$ cat src/rtl/cmp_mix_pkg.sv
// Shared constants and state encodings for the challenge-response nibble mixer.
// Assumes a 16-entry working half of a 32-nibble table and 8-bit words.
package cmp_mix_pkg;
    localparam int unsigned NIB_W   = 4;
    localparam int unsigned WORD_W  = 8;
    localparam int unsigned FULL_N  = 32;
    localparam int unsigned HALF_N  = 16;
    localparam int unsigned IDX_W   = 4;

    typedef logic [WORD_W-1:0] word_t;
    typedef logic [IDX_W-1:0]  idx_t;

    // Top-level phase of the handshake
    typedef enum logic [1:0] {
        PH_INIT = 2'd0,
        PH_IDLE = 2'd1,
        PH_MIX  = 2'd2,
        PH_RESP = 2'd3
    } phase_t;

    // Micro-step of the mixing round engine
    typedef enum logic [3:0] {
        MX_IDLE = 4'd0,
        MX_LOAD = 4'd1,
        MX_S1   = 4'd2,
        MX_S2   = 4'd3,
        MX_S3   = 4'd4,
        MX_S4   = 4'd5,
        MX_S5   = 4'd6,
        MX_S6   = 4'd7,
        MX_TAIL = 4'd8,
        MX_NEXT = 4'd9
    } mix_step_t;
endpackage

$ cat src/rtl/cmp_state_file.sv
// Working state of 16 words with one write port and full parallel read.
// On reset each word is loaded with the upper-half nibble of the table that
// region selects. Assumes at most one writer per cycle (arbitrated by the top).
module cmp_state_file
    import cmp_mix_pkg::*;
#(
    parameter int unsigned           ENTRIES = HALF_N,
    parameter int unsigned           W       = WORD_W,
    parameter logic [FULL_N*NIB_W-1:0] TABLE_A = '0,
    parameter logic [FULL_N*NIB_W-1:0] TABLE_B = '0
) (
    input  logic                      clk,
    input  logic                      rst_n,
    input  logic                      region,
    input  logic                      wr_en,
    input  logic [IDX_W-1:0]          wr_idx,
    input  logic [W-1:0]              wr_data,
    output logic [ENTRIES-1:0][W-1:0] mem_q
);
    localparam int unsigned BASE = FULL_N - ENTRIES;

    for (genvar k = 0; k < ENTRIES; k++) begin : g_word
        localparam logic [NIB_W-1:0] INIT_A = TABLE_A[NIB_W*(BASE+k) +: NIB_W];
        localparam logic [NIB_W-1:0] INIT_B = TABLE_B[NIB_W*(BASE+k) +: NIB_W];

        // Reset-time table load, then single-port writes
        always_ff @(posedge clk) begin
            if (!rst_n) begin
                mem_q[k] <= {{(W-NIB_W){1'b0}}, (region ? INIT_B : INIT_A)};
            end else if (wr_en && (wr_idx == IDX_W'(k))) begin
                mem_q[k] <= wr_data;
            end
        end
    end
endmodule

$ cat src/rtl/cmp_nibble_rx.sv
// Takes in the eight initial host bits MSB-first. The first nibble is dropped
// (its table slot lies outside the working half); the second nibble is issued
// as a write request and the block then reports completion.
// Assumes rx_valid is a one-cycle strobe per bit.
module cmp_nibble_rx
    import cmp_mix_pkg::*;
#(
    parameter int unsigned BITS = 2 * NIB_W
) (
    input  logic              clk,
    input  logic              rst_n,
    input  logic              en,
    input  logic              bit_valid,
    input  logic              bit_in,
    output logic              nib_wr,
    output logic [WORD_W-1:0] nib_data,
    output logic              complete
);
    localparam int unsigned CNT_W = $clog2(BITS);

    logic [CNT_W-1:0] cnt_q;
    logic [NIB_W-2:0] sh_q;
    logic             take;

    assign take     = en && bit_valid && !complete;
    assign nib_wr   = take && (cnt_q == CNT_W'(BITS-1));
    assign nib_data = {{(WORD_W-NIB_W){1'b0}}, sh_q, bit_in};

    // Bit counter, shift register and completion flag
    always_ff @(posedge clk) begin
        if (!rst_n) begin
            cnt_q    <= '0;
            sh_q     <= '0;
            complete <= 1'b0;
        end else if (take) begin
            cnt_q <= cnt_q + 1'b1;
            sh_q  <= {sh_q[NIB_W-3:0], bit_in};
            if (cnt_q == CNT_W'(BITS-1)) complete <= 1'b1;
        end
    end

    // the nibble write happens exactly once, on the eighth bit
    p_single_nibble_write_r2: assert property (@(posedge clk) disable iff (!rst_n)
        nib_wr |=> (complete && !nib_wr));
endmodule

$ cat src/rtl/cmp_mix_round.sv
// Sequential engine for ROUNDS mixing rounds over a 16-word state, one pass
// step per cycle and one state write per cycle at most. Reads the state
// through the parallel read port; a write lands before the next step reads.
// Assumes go is only pulsed while the engine is idle.
module cmp_mix_round
    import cmp_mix_pkg::*;
#(
    parameter int unsigned ROUNDS = 3
) (
    input  logic                           clk,
    input  logic                           rst_n,
    input  logic                           go,
    input  logic [HALF_N-1:0][WORD_W-1:0]  m_i,
    output logic                           wr_en,
    output logic [IDX_W-1:0]               wr_idx,
    output logic [WORD_W-1:0]              wr_data,
    output logic                           busy,
    output logic                           fin
);
    localparam int unsigned RND_W = (ROUNDS > 1) ? $clog2(ROUNDS) : 1;
    localparam logic [IDX_W-1:0] LAST_IDX = IDX_W'(HALF_N - 1);

    mix_step_t         step_q, step_d;
    logic [WORD_W-1:0] a_q, a_d, x_q, x_d, t;
    logic [IDX_W-1:0]  b_q, b_d;
    logic [RND_W-1:0]  rnd_q, rnd_d;
    logic [WORD_W-1:0] mb;

    assign mb   = m_i[b_q];
    assign busy = (step_q != MX_IDLE);

    // Next-state and write-port logic for one micro-step
    always_comb begin
        step_d  = step_q;
        a_d     = a_q;
        x_d     = x_q;
        b_d     = b_q;
        rnd_d   = rnd_q;
        wr_en   = 1'b0;
        wr_idx  = b_q;
        wr_data = '0;
        fin     = 1'b0;
        t       = '0;
        unique case (step_q)
            MX_IDLE: begin
                if (go) begin
                    rnd_d  = '0;
                    step_d = MX_LOAD;
                end
            end
            MX_LOAD: begin
                x_d    = m_i[HALF_N-1];
                a_d    = m_i[HALF_N-1];
                step_d = MX_S1;
            end
            MX_S1: begin
                t       = a_q + m_i[1] + 8'd1;
                wr_en   = 1'b1;
                wr_idx  = 4'd1;
                wr_data = t;
                a_d     = t;
                step_d  = MX_S2;
            end
            MX_S2: begin
                t       = a_q + m_i[2] + 8'd1;
                wr_en   = 1'b1;
                wr_idx  = 4'd2;
                wr_data = ~t;
                a_d     = m_i[2];
                step_d  = MX_S3;
            end
            MX_S3: begin
                t = {4'h0, a_q[3:0]} + {4'h0, m_i[3][3:0]} + 8'd1;
                if (t < 8'd16) begin
                    wr_en   = 1'b1;
                    wr_idx  = 4'd3;
                    wr_data = t;
                    a_d     = m_i[3];
                    b_d     = 4'd4;
                end else begin
                    a_d = t;
                    b_d = 4'd3;
                end
                step_d = MX_S4;
            end
            MX_S4: begin
                t       = a_q + mb;
                wr_en   = 1'b1;
                wr_data = t;
                a_d     = t;
                b_d     = b_q + 4'd1;
                step_d  = MX_S5;
            end
            MX_S5: begin
                t       = a_q + mb;
                wr_en   = 1'b1;
                wr_data = t;
                a_d     = mb;
                b_d     = b_q + 4'd1;
                step_d  = MX_S6;
            end
            MX_S6: begin
                t = {4'h0, a_q[3:0]} + 8'd8;
                if (t < 8'd16) t = t + mb;
                wr_en   = 1'b1;
                wr_data = t;
                a_d     = mb;
                b_d     = b_q + 4'd1;
                step_d  = MX_TAIL;
            end
            MX_TAIL: begin
                t       = a_q + mb + 8'd1;
                wr_en   = 1'b1;
                wr_data = t;
                a_d     = t;
                b_d     = b_q + 4'd1;
                if (b_q == LAST_IDX) step_d = MX_NEXT;
            end
            MX_NEXT: begin
                t   = x_q + 8'h0F;
                a_d = t;
                x_d = {4'h0, t[3:0]};
                if (t[3:0] == 4'hF) begin
                    if (rnd_q == RND_W'(ROUNDS-1)) begin
                        fin    = 1'b1;
                        step_d = MX_IDLE;
                    end else begin
                        rnd_d  = rnd_q + 1'b1;
                        step_d = MX_LOAD;
                    end
                end else begin
                    step_d = MX_S1;
                end
            end
            default: step_d = MX_IDLE;
        endcase
    end

    // Micro-step registers
    always_ff @(posedge clk) begin
        if (!rst_n) begin
            step_q <= MX_IDLE;
            a_q    <= '0;
            x_q    <= '0;
            b_q    <= '0;
            rnd_q  <= '0;
        end else begin
            step_q <= step_d;
            a_q    <= a_d;
            x_q    <= x_d;
            b_q    <= b_d;
            rnd_q  <= rnd_d;
        end
    end

    // the closing loop has walked the pointer around to 0 before the x update
    p_tail_wraps_r5: assert property (@(posedge clk) disable iff (!rst_n)
        (step_q == MX_NEXT) |-> (b_q == 4'd0));
    // after the conditional step the pointer sits at 3 or 4
    p_cond_pointer_r5: assert property (@(posedge clk) disable iff (!rst_n)
        (step_q == MX_S4) |-> (b_q == 4'd3 || b_q == 4'd4));
    // the pass counter x stays a 4-bit value between passes
    p_x_nibble_r4: assert property (@(posedge clk) disable iff (!rst_n)
        (step_q == MX_S1 && $past(step_q) == MX_NEXT) |-> (x_q[7:4] == 4'h0));
endmodule

$ cat src/rtl/cmp_resp_seq.sv
// Response walker: latches the start index when armed, then for each host
// strobe presents bit 0 of the current entry and steps the index up or down.
// Assumes arm is pulsed only while inactive and the state is frozen meanwhile.
module cmp_resp_seq
    import cmp_mix_pkg::*;
(
    input  logic              clk,
    input  logic              rst_n,
    input  logic              arm,
    input  logic              step_down,
    input  logic [IDX_W-1:0]  first_nib,
    input  logic [HALF_N-1:0] lsb_v,
    input  logic              rx_valid,
    output logic              tx_bit,
    output logic              tx_ready,
    output logic              done,
    output logic              active
);
    logic [IDX_W-1:0] idx_q, idx_nx;

    assign idx_nx = step_down ? (idx_q - 4'd1) : (idx_q + 4'd1);

    // Index walk, response bit and completion strobe
    always_ff @(posedge clk) begin
        if (!rst_n) begin
            idx_q    <= '0;
            active   <= 1'b0;
            tx_bit   <= 1'b0;
            tx_ready <= 1'b0;
            done     <= 1'b0;
        end else begin
            tx_ready <= 1'b0;
            done     <= 1'b0;
            if (arm) begin
                idx_q  <= (first_nib == '0) ? 4'd1 : first_nib;
                active <= 1'b1;
            end else if (active && rx_valid) begin
                tx_bit   <= lsb_v[idx_q];
                tx_ready <= 1'b1;
                idx_q    <= idx_nx;
                if (idx_nx == '0) begin
                    active <= 1'b0;
                    done   <= 1'b1;
                end
            end
        end
    end

    // a live response never points at entry 0
    p_index_nonzero_r6: assert property (@(posedge clk) disable iff (!rst_n)
        active |-> (idx_q != '0));
    // completion only comes with a response bit
    p_done_with_bit_r9: assert property (@(posedge clk) disable iff (!rst_n)
        done |-> tx_ready);
endmodule

$ cat src/rtl/cmp_mix_engine.sv
// Top of the challenge-response nibble mixer: sequences initial nibble intake,
// command start, mixing rounds and the response walk; arbitrates the state
// write port. Assumes region is held stable while rst_n is low.
module cmp_mix_engine
    import cmp_mix_pkg::*;
#(
    parameter int unsigned             ROUNDS  = 3,
    parameter logic [FULL_N*NIB_W-1:0] TABLE_A = 128'h3C9E_07B1_5A2F_D864_1E7C_93B0_6F25_A4D8,
    parameter logic [FULL_N*NIB_W-1:0] TABLE_B = 128'h8D13_F6A0_2C59_E74B_0B3E_5D81_C7A2_946F
) (
    input  logic clk,
    input  logic rst_n,
    input  logic region,
    input  logic rx_valid,
    input  logic rx_bit,
    input  logic start,
    output logic tx_ready,
    output logic tx_bit,
    output logic done
);
    localparam logic [IDX_W-1:0] HOST_IDX  = 4'd1;
    localparam int unsigned      FIRST_SEL = 7;

    phase_t                        phase_q;
    logic                          region_q;
    logic [HALF_N-1:0][WORD_W-1:0] mem_q;
    logic [HALF_N-1:0]             lsb_v;
    logic                          nib_wr, nib_complete;
    logic [WORD_W-1:0]             nib_data;
    logic                          mix_go, mix_wr, mix_busy, mix_fin;
    logic [IDX_W-1:0]              mix_idx;
    logic [WORD_W-1:0]             mix_data;
    logic                          wr_en;
    logic [IDX_W-1:0]              wr_idx;
    logic [WORD_W-1:0]             wr_data;
    logic                          resp_active, resp_done;

    assign mix_go = (phase_q == PH_IDLE) && start;

    // Write-port arbitration: intake and mixing never overlap in phase
    assign wr_en   = nib_wr || mix_wr;
    assign wr_idx  = nib_wr ? HOST_IDX : mix_idx;
    assign wr_data = nib_wr ? nib_data : mix_data;

    // Bit 0 of every entry for the response walker
    always_comb begin
        for (int k = 0; k < HALF_N; k++) lsb_v[k] = mem_q[k][0];
    end

    // Handshake phase sequencing and region capture
    always_ff @(posedge clk) begin
        if (!rst_n) begin
            phase_q  <= PH_INIT;
            region_q <= region;
        end else begin
            unique case (phase_q)
                PH_INIT: if (nib_complete) phase_q <= PH_IDLE;
                PH_IDLE: if (start)        phase_q <= PH_MIX;
                PH_MIX:  if (mix_fin)      phase_q <= PH_RESP;
                PH_RESP: if (resp_done)    phase_q <= PH_IDLE;
                default:                   phase_q <= PH_IDLE;
            endcase
        end
    end

    cmp_state_file #(
        .ENTRIES (HALF_N),
        .W       (WORD_W),
        .TABLE_A (TABLE_A),
        .TABLE_B (TABLE_B)
    ) i_state (
        .clk     (clk),
        .rst_n   (rst_n),
        .region  (region),
        .wr_en   (wr_en),
        .wr_idx  (wr_idx),
        .wr_data (wr_data),
        .mem_q   (mem_q)
    );

    cmp_nibble_rx #(
        .BITS (2 * NIB_W)
    ) i_intake (
        .clk       (clk),
        .rst_n     (rst_n),
        .en        (phase_q == PH_INIT),
        .bit_valid (rx_valid),
        .bit_in    (rx_bit),
        .nib_wr    (nib_wr),
        .nib_data  (nib_data),
        .complete  (nib_complete)
    );

    cmp_mix_round #(
        .ROUNDS (ROUNDS)
    ) i_mix (
        .clk     (clk),
        .rst_n   (rst_n),
        .go      (mix_go),
        .m_i     (mem_q),
        .wr_en   (mix_wr),
        .wr_idx  (mix_idx),
        .wr_data (mix_data),
        .busy    (mix_busy),
        .fin     (mix_fin)
    );

    cmp_resp_seq i_resp (
        .clk       (clk),
        .rst_n     (rst_n),
        .arm       ((phase_q == PH_MIX) && mix_fin),
        .step_down (region_q),
        .first_nib (mem_q[FIRST_SEL][IDX_W-1:0]),
        .lsb_v     (lsb_v),
        .rx_valid  (rx_valid),
        .tx_bit    (tx_bit),
        .tx_ready  (tx_ready),
        .done      (resp_done),
        .active    (resp_active)
    );

    assign done = resp_done;

    // mixing never runs during nibble intake
    p_no_mix_in_init_r3: assert property (@(posedge clk) disable iff (!rst_n)
        (phase_q == PH_INIT) |-> !mix_busy);
    // the two state writers are never active together
    p_one_writer_r4: assert property (@(posedge clk) disable iff (!rst_n)
        !(nib_wr && mix_wr));
    // a response bit only follows a strobe taken during the response phase
    p_ready_needs_resp_r10: assert property (@(posedge clk) disable iff (!rst_n)
        tx_ready |-> ($past(rx_valid) && $past(phase_q == PH_RESP)));
    // the response walker is live exactly in the response phase
    p_resp_phase_r7: assert property (@(posedge clk) disable iff (!rst_n)
        resp_active |-> (phase_q == PH_RESP));
endmodule

$ cat config.mk
export PLATFORM = sky130hd
export DESIGN_NAME = cmp_mix_engine
export DESIGN_NICKNAME = d
export VERILOG_FILES = /design/src/rtl/cmp_mix_pkg.sv /design/src/rtl/cmp_state_file.sv /design/src/rtl/cmp_nibble_rx.sv /design/src/rtl/cmp_mix_round.sv /design/src/rtl/cmp_resp_seq.sv /design/src/rtl/cmp_mix_engine.sv
export SDC_FILE = /design/constraint.sdc
export NUM_CORES = 1
export LEC_CHECK = 0
export ABC_AREA = 1
export BUFFER_PORTS_ARGS = -buffer_cell sky130_fd_sc_hd__buf_2
export CAP_MARGIN = 20
export CORE_ASPECT_RATIO = 1.75
export CORE_MARGIN = 5
export CORE_UTILIZATION = 68
export DETAILED_ROUTE_END_ITERATION = 8
export HOLD_SLACK_MARGIN = 0.03
export PLACE_DENSITY = 0.84
export SLEW_MARGIN = 20
export SYNTH_ARGS = -nofsm -noshare
export SYNTH_HDL_FRONTEND = slang
export SYNTH_SLANG_ARGS = --single-unit
$ cat constraint.sdc
create_clock -name clk -period 5 [get_ports clk]
set_input_delay 0 -clock clk [delete_from_list [all_inputs] [get_ports clk]]
set_output_delay 0 -clock clk [all_outputs]
set_load 0.005 [all_outputs]
# After elaboration in Yosys (flattened, before gate mapping)
# Index checks and enable logic that the tools add are counted.
# op_classes
addsub	16
magnitude_cmp	4
eq_ne	55
n_mux	92
n_bitwise	4
reduce_logical	47
# ops
op	count
$mux 4	46
$pmux 8 s8	1
$eq 4x4->1 const B	12
$pmux 8 s6	1
$mux 8	5
$ne 2x1->1 const B	20
$pmux 4 s10	1
$add 8x1->8 const B	4
$add 8x8->8	4
$bmux 8 s4	1
$eq 4x3->1 const B	8
$logic_and 1x1->1	22
$mux 2	10
$eq 4x2->1 const B	4
$logic_not 4->1	4
$lt 8x5->1 const B	2
$pmux 8 s2	1
$mux 1	15
$mux 3	5
$pmux 4 s3	1
$lt 4x5->1 const B	2
$reduce_bool 2->1	5
$add 4x1->4 const B	2
$add 8x4->8 const B	1
other kinds (27)	41
# totals
reg_bits	172
input_bits	6
output_inout_bits	3
wordCells	265

# Longest topological paths before layout
# Gate-level depths: netlist (run 1).
# depth
word_depth	10
ltp_mapped	22
ltp_nobuf	21

# By module
# From an unflattened synthesis (run 1), not the netlist that was laid out.
# hier_totals
cells_unflattened	1501
area_unflattened_um2	10659.0
# by_module_without_submodules
mod	n_inst	cells_per_inst	area_per_inst_um2	seq_area_each_um2
cmp_state_file	1	499	4755.8	3203.1
cmp_mix_round	1	778	4511.8	520.5
cmp_resp_seq	1	102	628.1	160.2
cmp_nibble_rx	1	54	390.4	140.1
cmp_mix_engine	1	68	372.9	70.1

# Least setup slack after synthesis (run 1)
# OpenSTA, ideal clock, no wires.
# synth_path
kind	register to register
from	reg i_mix.b_q[0]
to	reg i_state.mem_q[121] (netlist name) (data pin)
setup_ps	272
arrival_time_ps	2795
t_required_ps	4728
path_slack_ps	1933
stages_incl_launch_ff	19
n_path_buf	2
period_less_slack_ps	3067
cell_sequence	dfxtp_1 -> buf_4 -> buf_2 -> nand2_1 -> o211ai_1 -> nand3_1 -> nand3_1 -> nand3_1 -> ha_1 -> fa_1 -> ha_1 -> nand2_1 -> o21ai_0 -> a211oi_1 -> nand3_1 -> nand2_1 -> o21ai_0 -> nand2_1 -> nand2_1
# synth_via
elab_chain_cells	8
elab_cells_between_ends	10
classes_between	3 x add/sub; 7 x mux
# synth_rtl
item	line_no	text
start: declaration	cmp_mix_round.sv:25	logic [IDX_W-1:0] b_q, b_d;
start signal: assignment	cmp_mix_round.sv:145	b_q <= '0;
start signal: assignment	cmp_mix_round.sv:151	b_q <= b_d;
$bmux 8 s4 (*)	cmp_mix_round.sv:29	assign mb = m_i[b_q];
$mux 8 (not written as such) (*)	cmp_mix_round.sv:29	
$add 8x8->8 (on tied branches)	-	
$add 8x1->8 / $mux 8 (equally long branches)	cmp_mix_round.sv:112, cmp_mix_round.sv:104	
$pmux 8 s6 (*)	cmp_mix_round.sv:44	unique case (step_q)
$mux 8 (*)	cmp_mix_engine.sv:43	assign wr_data = nib_wr ? nib_data : mix_data;
$mux 4 (*)	cmp_state_file.sv:30	end else if (wr_en && (wr_idx == IDX_W'(k))) begin
$mux 4 (*)	cmp_state_file.sv:28	if (!rst_n) begin
end signal: indexed assignment	cmp_state_file.sv:29	mem_q[k] <= {{(W-NIB_W){1'b0}}, (region ? INIT_B : INIT_A)};
end signal: indexed assignment	cmp_state_file.sv:31	mem_q[k] <= wr_data;
end: declaration	cmp_state_file.sv:18	output logic [ENTRIES-1:0][W-1:0] mem_q
# Every way passes the cells marked *; elsewhere a longest branch is shown, timed or not. The select of a mux whose other input is x is not followed.
# A chain may end at the register's enable or synchronous reset.

# Worst setup path after layout (run 1)
# layout_path
from	reg i_mix.b_q[0]
to	reg i_state.mem_q[73] (netlist name) (data pin)
# Same word-level chain as after synthesis.

==> flow_metrics.tcl, run 1 <==
set metrics [dict create \
    outcome "completed" \
    clk_path_buf_depth 2 \
    core-area_sq_um 8670 \
    synth_edf_count 65 \
    post_cts_resized 0 \
    dr_wl_met3_microns 1320 \
    synthesis.area_sq_um 6010 \
    grt_first_pass_wirelength_microns 27500 \
    rows 45 \
    rsz0062_at_grt "false" \
    ys_types 48 \
    met1Wirelength_microns 5920 \
    grt_max_degree 48 \
    drc 0 \
    cts_root_buf "clkbuf_16" \
    crit_type "reg -> reg" \
    setup_viol 0 \
    cp-end-kind "flop" \
    routed.top_layer "met4" \
    place_congestion 1.03 \
    cp-start-kind "flop" \
    io_pins 9 \
    cts-htree-levels 3 \
    drt-initial-drc-count 587 \
    synth_area_leaders "edfxtp_1 (32%), dfxtp_1 (12%), nand2_1 (9.9%), inv_1 (6.7%), o21ai_0 (6.1%)" \
    drive_gt1_frac 0.0848 \
    finalInstanceArea_sq_um 6470 \
    grt.overflow.total 0 \
    clock_sinks 100 \
    start_util 0.693 \
    yosys.area.top_type "edfxtp_1" \
    cts_tree "done" \
    async_reset_ff_frac 0 \
    wire_per_inst_microns 20.2 \
    whs_ns 0.0446 \
    ff2ff_path_depth 18 \
    dieWidth_microns 81.1 \
    antenna_found_initial 0 \
    insertedDiodeCount 0 \
    syn_inst 744 \
    grt_usage 0.343 \
    synth.avg_cell_area_sq_um 8.08 \
    max_cap_violations 0 \
    fin_crit_ns 3.78 \
    setup_tns_ns 0 \
    finalCritPeriodShare 0.757 \
    worstHoldPathCells 4 \
    cts_setup_buffers 0 \
    synth_top_area_frac 0.325 \
    yosysWarnings 0 \
    clock_latency_ns 0.35 \
    grt_pass1_vias 5251 \
    finalWirelength_microns 17600 \
    synth_ff_type "edfxtp_1" \
    arrival_ns 3.82 \
    finalMaxSlewViolations 0 \
    hold_path.class "in -> reg" \
    via_count 5405 \
    p_leak_uw 0.00287 \
    fin_nets 789 \
    clk_pin_slew_worst_paths_ns 0.07 \
    worst_pin_slew_ns 0.875 \
    dp_hpwl_microns 13100 \
    io_buffers 8 \
    slew_headroom 0.417 \
    die_area_sq_um 10900 \
    drt.antenna.violating_nets 0 \
    viasPerCell 6.20 \
    synth_common_cells "nand2_1 (158), inv_1 (108), o21ai_0 (73), edfxtp_1 (65), nor2_1 (63)" \
    drtPass1Iterations 6 \
    clock.fmax_ghz 0.264 \
    area_growth_pct 7.58 \
    die_h_microns 134 \
    total_power_uw 2880 \
    placed_area_sq_um 6130 \
    synth_most_common_cell "nand2_1" \
    routed-wl-met2_microns 9030 \
    synth_seq_cells 100 \
    synthesis.nets 783 \
    peakVddDrop_uv 501 \
    yosysSeqAreaShare 0.441 \
    tritoncts.num_buffers 9 \
    required_ns 5.04 \
    timing_hold_violations_final 0 \
    finalClockSkew_ns 0.00839 \
    p_per_area_nw_per_um2 445 \
    path_max_fanout 42 \
]
-- report_power, final --
part           internal [uW]  leakage [uW]  total, uW  switching, uW
registers               1030      0.000942       1130            101
logic                    322       0.00178       1020            699
clock network            396      0.000152        726            330
total                   1750       0.00287       2880           1130
-- layout by cell type, fill, tap and decap left out, types with 3 or more instances in the layout --
master	count
a21oi_1	42
nand2_4	6
nor2_1	63
o22ai_1	9
edfxtp_1	65
dfxtp_1	35
ha_1	28
inv_2	4
xnor2_1	4
nand2_2	7
nor2_2	9
o21ai_0	73
xor2_1	9
inv_1	108
nor3_1	6
nand3_1	50
a221oi_1	4
fa_1	5
nand2_1	158
clkbuf_16	9
o211ai_1	6
nand4_1	3
o221ai_1	4
dlygate4sd3_1	3
buf_2	8
-- area by class of cell --
cell class	count	area [sq um]
Fill cell	676	2200
Clock buffer	9	225
Sequential cell	100	2650
Clock inverter	7	81.3
Tap cell	117	146
Multi-Input combinational cell	511	2840
Inverter	115	435
Timing Repair Buffer	13	85.1
-- state kept, by name (all words and copies together) (netlist names) --
register / cells
i_mix.b_q: 4
i_mix.a_q: 4
i_intake.cnt_q: 3
i_mix.x_q: 4
i_resp.idx_q: 4
i_mix.step_q: 4
region_q: 1
i_intake.complete: 1
i_state.mem_q: 64
i_resp.active: 1
phase_q: 2
i_mix.rnd_q: 2
i_resp.done: 1
i_intake.sh_q: 3
i_resp.tx_bit: 1
i_resp.tx_ready: 1
-- worst max-delay path: stages (launching register included) --
cell	delay, ns
dfxtp_1	0.31
buf_4	0.35
inv_2	0.28
a21oi_1	0.19
o21ai_0	0.10
nand3_1	0.08
nand3_1	0.07
nand3_1	0.12
ha_1	0.22
fa_1	0.48
ha_1	0.31
nand2_1	0.06
o21ai_0	0.10
a211oi_1	0.19
nand3_1	0.10
nand2_1	0.06
o21ai_0	0.09
nand2_1	0.18
nand2_1	0.16
-- per-layer routing --
layer | vias to the layer above | GRT usage
met4 | 0 | 0.213
met3 | 87 | 0.0585
met5 | - | 0
met2 | 318 | 0.600
li1 | 2486 | -
met1 | 2514 | 0.374
-- kinds of logic (layout without fill, tap and decap cells) --
group,Yosys count,count (layout),share of synthesized area
simple gates,317,317,0.242
compound gates,148,148,0.137
buf+inv,133,144,0.0862
flops,100,100,0.441
fa+ha+maj,33,33,0.0749
xor+xnor,13,13,0.0189
-- worst paths after layout --
kind                  start                 to  slack [ns]
max            i_mix.b_q[0]  i_state.mem_q[73]        1.22
min                rx_valid      i_resp.active        0.04
max reg2reg    i_mix.b_q[0]  i_state.mem_q[73]        1.22
min reg2reg  i_mix.rnd_q[1]     i_mix.rnd_q[1]        0.48
-- repair_timing --
action | in CTS | in global routing
endpoints found under the setup margin | 0 | 0
hold endpoints to repair | 4 | 0
hold buffers | 3 | 0
-- metrics by stage --
step / instances / setup slack, ns / utilization
3_3_place_gp: 853 / 1.40 / 0.707
6_report: 872 / 1.22 / 0.746
5_1_grt: 872 / 0.911 / 0.746
3_5_place_dp: 853 / 1.33 / 0.707
2_1_floorplan: 744 / 1.93 / -
4_1_cts: 872 / 1.28 / 0.746
No activity file was read; power rests on OpenSTA's default activity.
==> run 2: changes to the inputs <==
Settings changed: CORE_UTILIZATION 68 to 64, PLACE_DENSITY 0.84 to 0.8.
Clock period 5 ns to 4 ns, I/O delays scaled along.
==> run 2 against run 1 <==
Combinational power is 26% higher; clock-buffer cell count stayed put; final cell count is 0.69% higher; fmax is 1.4% higher; worst hold slack better by 0.0056 ns; register-to-register slack worse by 0.95 ns; utilization is 3.6 points lower; clock skew is 0.0045 ns higher; design area is 0.41% higher; die area is 5.6% higher; critical path depth is 2 lower; total power is 25% higher; critical endpoint is now i_state.mem_q[25]; largest cell class unchanged.
==> flow_metrics.tcl, run 2 (synthesis results as in run 1) <==
set metrics [dict create \
    final_common_cell "nand2_1" \
    fin_nets 792 \
    swShare 0.391 \
    largest_reg_flops 64 \
    timing_hold_violations_final 0 \
    seq_power_share 0.389 \
    p_per_area_nw_per_um2 554 \
    switching_power_uw 1410 \
    place_congestion 0.988 \
    finalClockSkew_ns 0.0128 \
    die_area_sq_um 11500 \
    finalWirelength_microns 17000 \
    cts_setup_buffers 0 \
    drc 0 \
    clock_sinks 100 \
    clk_pin_slew_worst_paths_ns 0.08 \
    power.internal_uw 2190 \
    cp-start-kind "flop" \
    drtPass1Iterations 5 \
    dp_hpwl_microns 12900 \
    drt.antenna.violating_nets 0 \
    core-area_sq_um 9150 \
    cts_root_buf "clkbuf_16" \
    cp-end-kind "flop" \
    clock_latency_ns 0.36 \
    finalMaxSlewViolations 0 \
    wire_per_inst_microns 19.4 \
    whs_ns 0.0502 \
    top_register "i_state.mem_q" \
    tritoncts.num_buffers 9 \
    required_ns 4.07 \
    final_cell_mix "nand2_1 (158), inv_1 (108), o21ai_0 (73), edfxtp_1 (65), nor2_1 (63)" \
    dieWidth_microns 83.3 \
    n_fill_cell 712 \
    grt_max_degree 48 \
    io_buffers 8 \
    worst_pin_slew_ns 0.610 \
    finalCritPeriodShare 0.933 \
    via_count 5271 \
    setup_viol 0 \
    area_growth_pct 8.01 \
    cts-hold-fix-buffers 3 \
    rsz0062_at_grt "false" \
    clk_path_buf_depth 2 \
    p_leak_uw 0.00289 \
    cts-htree-levels 3 \
    die_h_microns 138 \
    cts_tree "done" \
    path_max_fanout 41 \
    post_cts_resized 0 \
    clock.fmax_ghz 0.268 \
    io_pins 9 \
    grt.overflow.total 0 \
    max_cap_violations 0 \
    combPwrFrac 0.358 \
    crit_type "reg -> reg" \
    insertedDiodeCount 0 \
    peakVddDrop_uv 393 \
    viasPerCell 6.00 \
    slew_headroom 0.593 \
    grt_first_pass_wirelength_microns 25700 \
    grt_usage 0.292 \
    antenna_found_initial 0 \
    setup_tns_ns 0 \
    grt_pass1_vias 4986 \
    pwr-share-clk 0.252 \
    drive_gt1_frac 0.0884 \
    drt-initial-drc-count 508 \
    start_util 0.657 \
    rows 46 \
    arrival_ns 3.80 \
    hold_path.class "in -> reg" \
    fin_crit_ns 3.73 \
    outcome "completed" \
]
==> run 2: cell count changes in the layout (fill, tap and decap cells not counted) <==
cell | before | now
clkinv_4 | 2 | 1
buf_4 | 2 | 5
inv_6 | 2 | 3
==> run 2: area by class of cell <==
class / count / area, sq um / area share
clock buffers: 9 / 225 / 0.0347
clock inverters: 7 / 81.3 / 0.0125
inverters: 115 / 435 / 0.0671
multi-input cells: 511 / 2840 / 0.438
flip-flops and latches: 100 / 2650 / 0.408
well taps: 120 / 150 / 0.0231
repair buffers: 16 / 108 / 0.0166
==> run 2: metrics by stage <==
| stage | std cells | setup WS [ns] | total power, uW | cell area, sq um | util |
|---|---|---|---|---|---|
| after floorplan | 744 | 0.933 | 2320 | 6010 | - |
| after global placement | 859 | 0.452 | 2640 | 6160 | 0.673 |
| after detailed placement | 859 | 0.416 | 2670 | 6160 | 0.673 |
| after CTS | 878 | 0.383 | 3570 | 6490 | 0.710 |
| after global routing | 878 | 0.0676 | 3790 | 6490 | 0.710 |
| final | 878 | 0.268 | 3600 | 6490 | 0.710 |
==> run 2: layer usage <==
layer  vias to the layer above  global-route usage  part of all wire
li1                       2489                   -                 -
met1                      2452               0.309              0.36
met2                       250               0.508              0.51
met3                        80              0.0440             0.055
met4                         0               0.231             0.078
met5                         -                   0                 0
==> run 2: path summary, 6_finish.rpt <==
path	startpoint	end	slack, ns	depth (start not counted)
setup / recovery	i_mix.b_q[0]	i_state.mem_q[25]	0.27	16
hold / removal	rx_valid	i_resp.active	0.05	4
setup reg to reg	i_mix.b_q[0]	i_state.mem_q[25]	0.27	16
hold reg to reg	i_mix.rnd_q[1]	i_mix.rnd_q[1]	0.47	2
==> run 2: worst max-delay path, stage by stage, from the launching register on <==
cell	delay [ns]
dfxtp_1	0.35
buf_4	0.38
o21ai_0	0.14
o21ai_0	0.22
nand2_1	0.08
nand3_1	0.14
ha_1	0.25
fa_1	0.50
ha_1	0.32
nand2_1	0.07
o21ai_0	0.10
a211oi_1	0.20
nand3_1	0.16
nand2_1	0.10
o21ai_0	0.10
nand2_1	0.16
nand2_1	0.16
==> run 2: power groups by stage <==
stage	combinational, uW	clock (uW)	sequential [uW]
5_1_grt	1420	956	1410
3_3_place_gp	1230	0	1410
3_5_place_dp	1250	0	1420
6_report	1290	908	1400
2_1_floorplan	944	0	1380
4_1_cts	1270	908	1400
==> run 3: changes to the inputs <==
Settings changed: ABC_AREA 1 to default.
==> run 3 against run 2 <==
The run now ends with negative setup slack left; synthesized cell count down 26%; critical endpoint is now i_state.mem_q[1]; area after synthesis down 1.4%; worst setup slack worse by 0.32 ns.
==> flow_metrics.tcl, run 3 <==
set metrics [dict create \
    outcome "complete, but fails checks" \
    violations "negative setup slack" \
    core-area_sq_um 9090 \
    grt.overflow.total 0 \
    total_power_uw 3660 \
    max_cap_violations 0 \
    synth_most_common_cell "edfxtp_1" \
    cts-htree-levels 3 \
    finalMaxSlewViolations 0 \
    pwr-share-clk 0.245 \
    swShare 0.371 \
    min_from "rst_n" \
    yosysSeqAreaShare 0.447 \
    timing_hold_violations_final 0 \
    required_ns 4.09 \
    finalClockSkew_ns 0.0133 \
    power.internal_uw 2300 \
    pre_cts_ws_ns -0.260 \
    die_area_sq_um 11400 \
    worstHoldPathCells 3 \
    synthesis.nets 592 \
    seq_power_share 0.357 \
    p_leak_uw 0.00264 \
    synth_ff_type "edfxtp_1" \
    synth_seq_cells 100 \
    drive_gt1_frac 0.218 \
    clock.fmax_ghz 0.247 \
    io_pins 9 \
    clk_path_buf_depth 2 \
    path_max_fanout 5 \
    reg2reg_slack_ns -0.05 \
    ys_types 63 \
    clk_pin_slew_worst_paths_ns 0.07 \
    final_common_cell "edfxtp_1" \
    yosys.area.top_type "edfxtp_1" \
    final_cell_mix "edfxtp_1 (65), buf_4 (55), nor2_1 (41), nand2_1 (41), a21oi_1 (37)" \
    grt_first_pass_wirelength_microns 26900 \
    antenna_found_initial 0 \
    finalWirelength_microns 18000 \
    setup_tns_ns -0.430 \
    place_congestion 0.991 \
    hold_path.class "in -> reg" \
    synth_area_leaders "edfxtp_1 (33%), dfxtp_1 (12%), mux4_2 (8.4%), ha_1 (5.9%), a21oi_1 (3.2%)" \
    wire_per_inst_microns 24.7 \
    peakVddDrop_uv 462 \
    reg2reg_from "i_mix.b_q[0]" \
    worst_pin_slew_ns 0.820 \
    cts_tree "done" \
    arrival_ns 4.14 \
    grt_max_degree 34 \
    fin_crit_ns 4.05 \
    async_reset_ff_frac 0 \
    fin_nets 643 \
    synth_edf_count 65 \
    largest_reg_flops 64 \
    slew_headroom 0.452 \
    hold_end "i_mix.b_q[1]" \
    rsz0062_at_grt "true" \
    insertedDiodeCount 0 \
    cp-start-kind "flop" \
    drt-initial-drc-count 471 \
    start_util 0.652 \
    rows 46 \
    top_register "i_state.mem_q" \
    viasPerCell 6.75 \
    drt.antenna.violating_nets 0 \
    io_buffers 8 \
    synthesis.area_sq_um 5930 \
    drtPass1Iterations 6 \
    syn_inst 553 \
    grt_usage 0.338 \
    clock_latency_ns 0.36 \
    whs_ns 0.219 \
    r2r-end "i_state.mem_q[1]" \
    cp-end-kind "flop" \
    via_count 4924 \
    finalCritPeriodShare 1.01 \
    switching_power_uw 1360 \
    setup_viol 13 \
    fin_ws_ns -0.0486 \
    combPwrFrac 0.397 \
    cts_root_buf "clkbuf_16" \
    synth.avg_cell_area_sq_um 10.7 \
    yosysWarnings 0 \
    synth_top_area_frac 0.329 \
    n_fill_cell 607 \
    drc 0 \
    p_per_area_nw_per_um2 527 \
    crit_type "reg -> reg" \
    dp_hpwl_microns 13200 \
    post-route-util 0.764 \
    grt_pass1_vias 4838 \
    ff2ff_path_depth 11 \
    dieWidth_microns 82.8 \
    synth_common_cells "edfxtp_1 (65), nand2_1 (41), nor2_1 (41), a21oi_1 (38), dfxtp_1 (35)" \
    area_growth_pct 17.1 \
    tritoncts.num_buffers 9 \
    clock_sinks 100 \
    die_h_microns 137 \
]
==> run 3: cell count changes in the layout (fill, tap and decap cells not counted), sizes merged, moves of 8 or more <==
cell,before,now
o21ai,73,32
a21o,0,8
mux4,0,23
nand2,171,41
buf,13,66
inv,117,34
nor2b,0,9
nor2,74,41
nand3,51,16
mux2i,0,11
o22ai,9,1
==> run 3: cell type report <==
cell class / instances / area [sq um] / share of cell area
multi-input cells: 390 / 3150 / 0.453
flip-flops and latches: 100 / 2660 / 0.383
repair buffers: 71 / 571 / 0.0822
clock buffers: 9 / 225 / 0.0324
well taps: 120 / 150 / 0.0216
inverters: 32 / 120 / 0.0173
clock inverters: 7 / 73.8 / 0.0106
==> run 3: stage by stage <==
stage          area [sq um]  instances
2_1_floorplan          5940        553
3_3_place_gp           6390        699
3_5_place_dp           6390        699
4_1_cts                6790        721
5_1_grt                6940        729
6_report               6940        729
==> run 3: logic make-up after synthesis <==
group | count (synthesis) | share of synthesized area
compound gates | 139 | 0.158
mux | 36 | 0.112
fa+ha+maj | 33 | 0.0760
buf+inv | 63 | 0.0414
xor+xnor | 24 | 0.0378
flops | 100 | 0.447
simple gates | 158 | 0.128
==> run 3: worst max-delay path by stage <==
stage                         endpoint  depth (start not counted)              start
floorplan           i_state.mem_q[107]                         12       i_mix.b_q[0]
global placement     i_state.mem_q[33]                         11       i_mix.b_q[0]
detailed placement   i_state.mem_q[49]                         11       i_mix.b_q[0]
CTS                   i_state.mem_q[9]                         15  i_state.mem_q[24]
global route         i_state.mem_q[57]                         11       i_mix.b_q[0]
finish                i_state.mem_q[1]                         11       i_mix.b_q[0]
==> run 3: power groups by stage <==
stage | Combinational (uW) | Sequential (uW) | Clock (uW)
after floorplan | 918 | 1270 | 0
after global placement | 1290 | 1320 | 0
after detailed placement | 1330 | 1320 | 0
after CTS | 1370 | 1300 | 898
after global routing | 1550 | 1320 | 948
final | 1450 | 1310 | 898
==> run 3: per-layer routing <==
layer | part of all wire | up-vias | GRT usage
met5 | 0 | - | 0
met4 | 0.081 | 0 | 0.237
met3 | 0.063 | 85 | 0.0609
met2 | 0.52 | 266 | 0.583
met1 | 0.33 | 2400 | 0.361
li1 | - | 2173 | -
==> run 3: critical path, cell delays in order, from the launching register on <==
cell      delay (ns)
dfxtp_4         0.40
mux4_2          0.52
mux4_2          0.53
ha_4            0.20
fa_1            0.46
ha_1            0.31
a31oi_2         0.20
nor3_2          0.07
a221o_1         0.34
a221oi_4        0.29
o211ai_1        0.21
o21a_1          0.25
==> run 3: repair_timing <==
action	in CTS	in global routing
buffers inserted	1	7
endpoints found under the setup margin	34	85
hold endpoints to repair	8	0
resized for setup	10	18
hold buffers	5	0
pin swaps	2	8
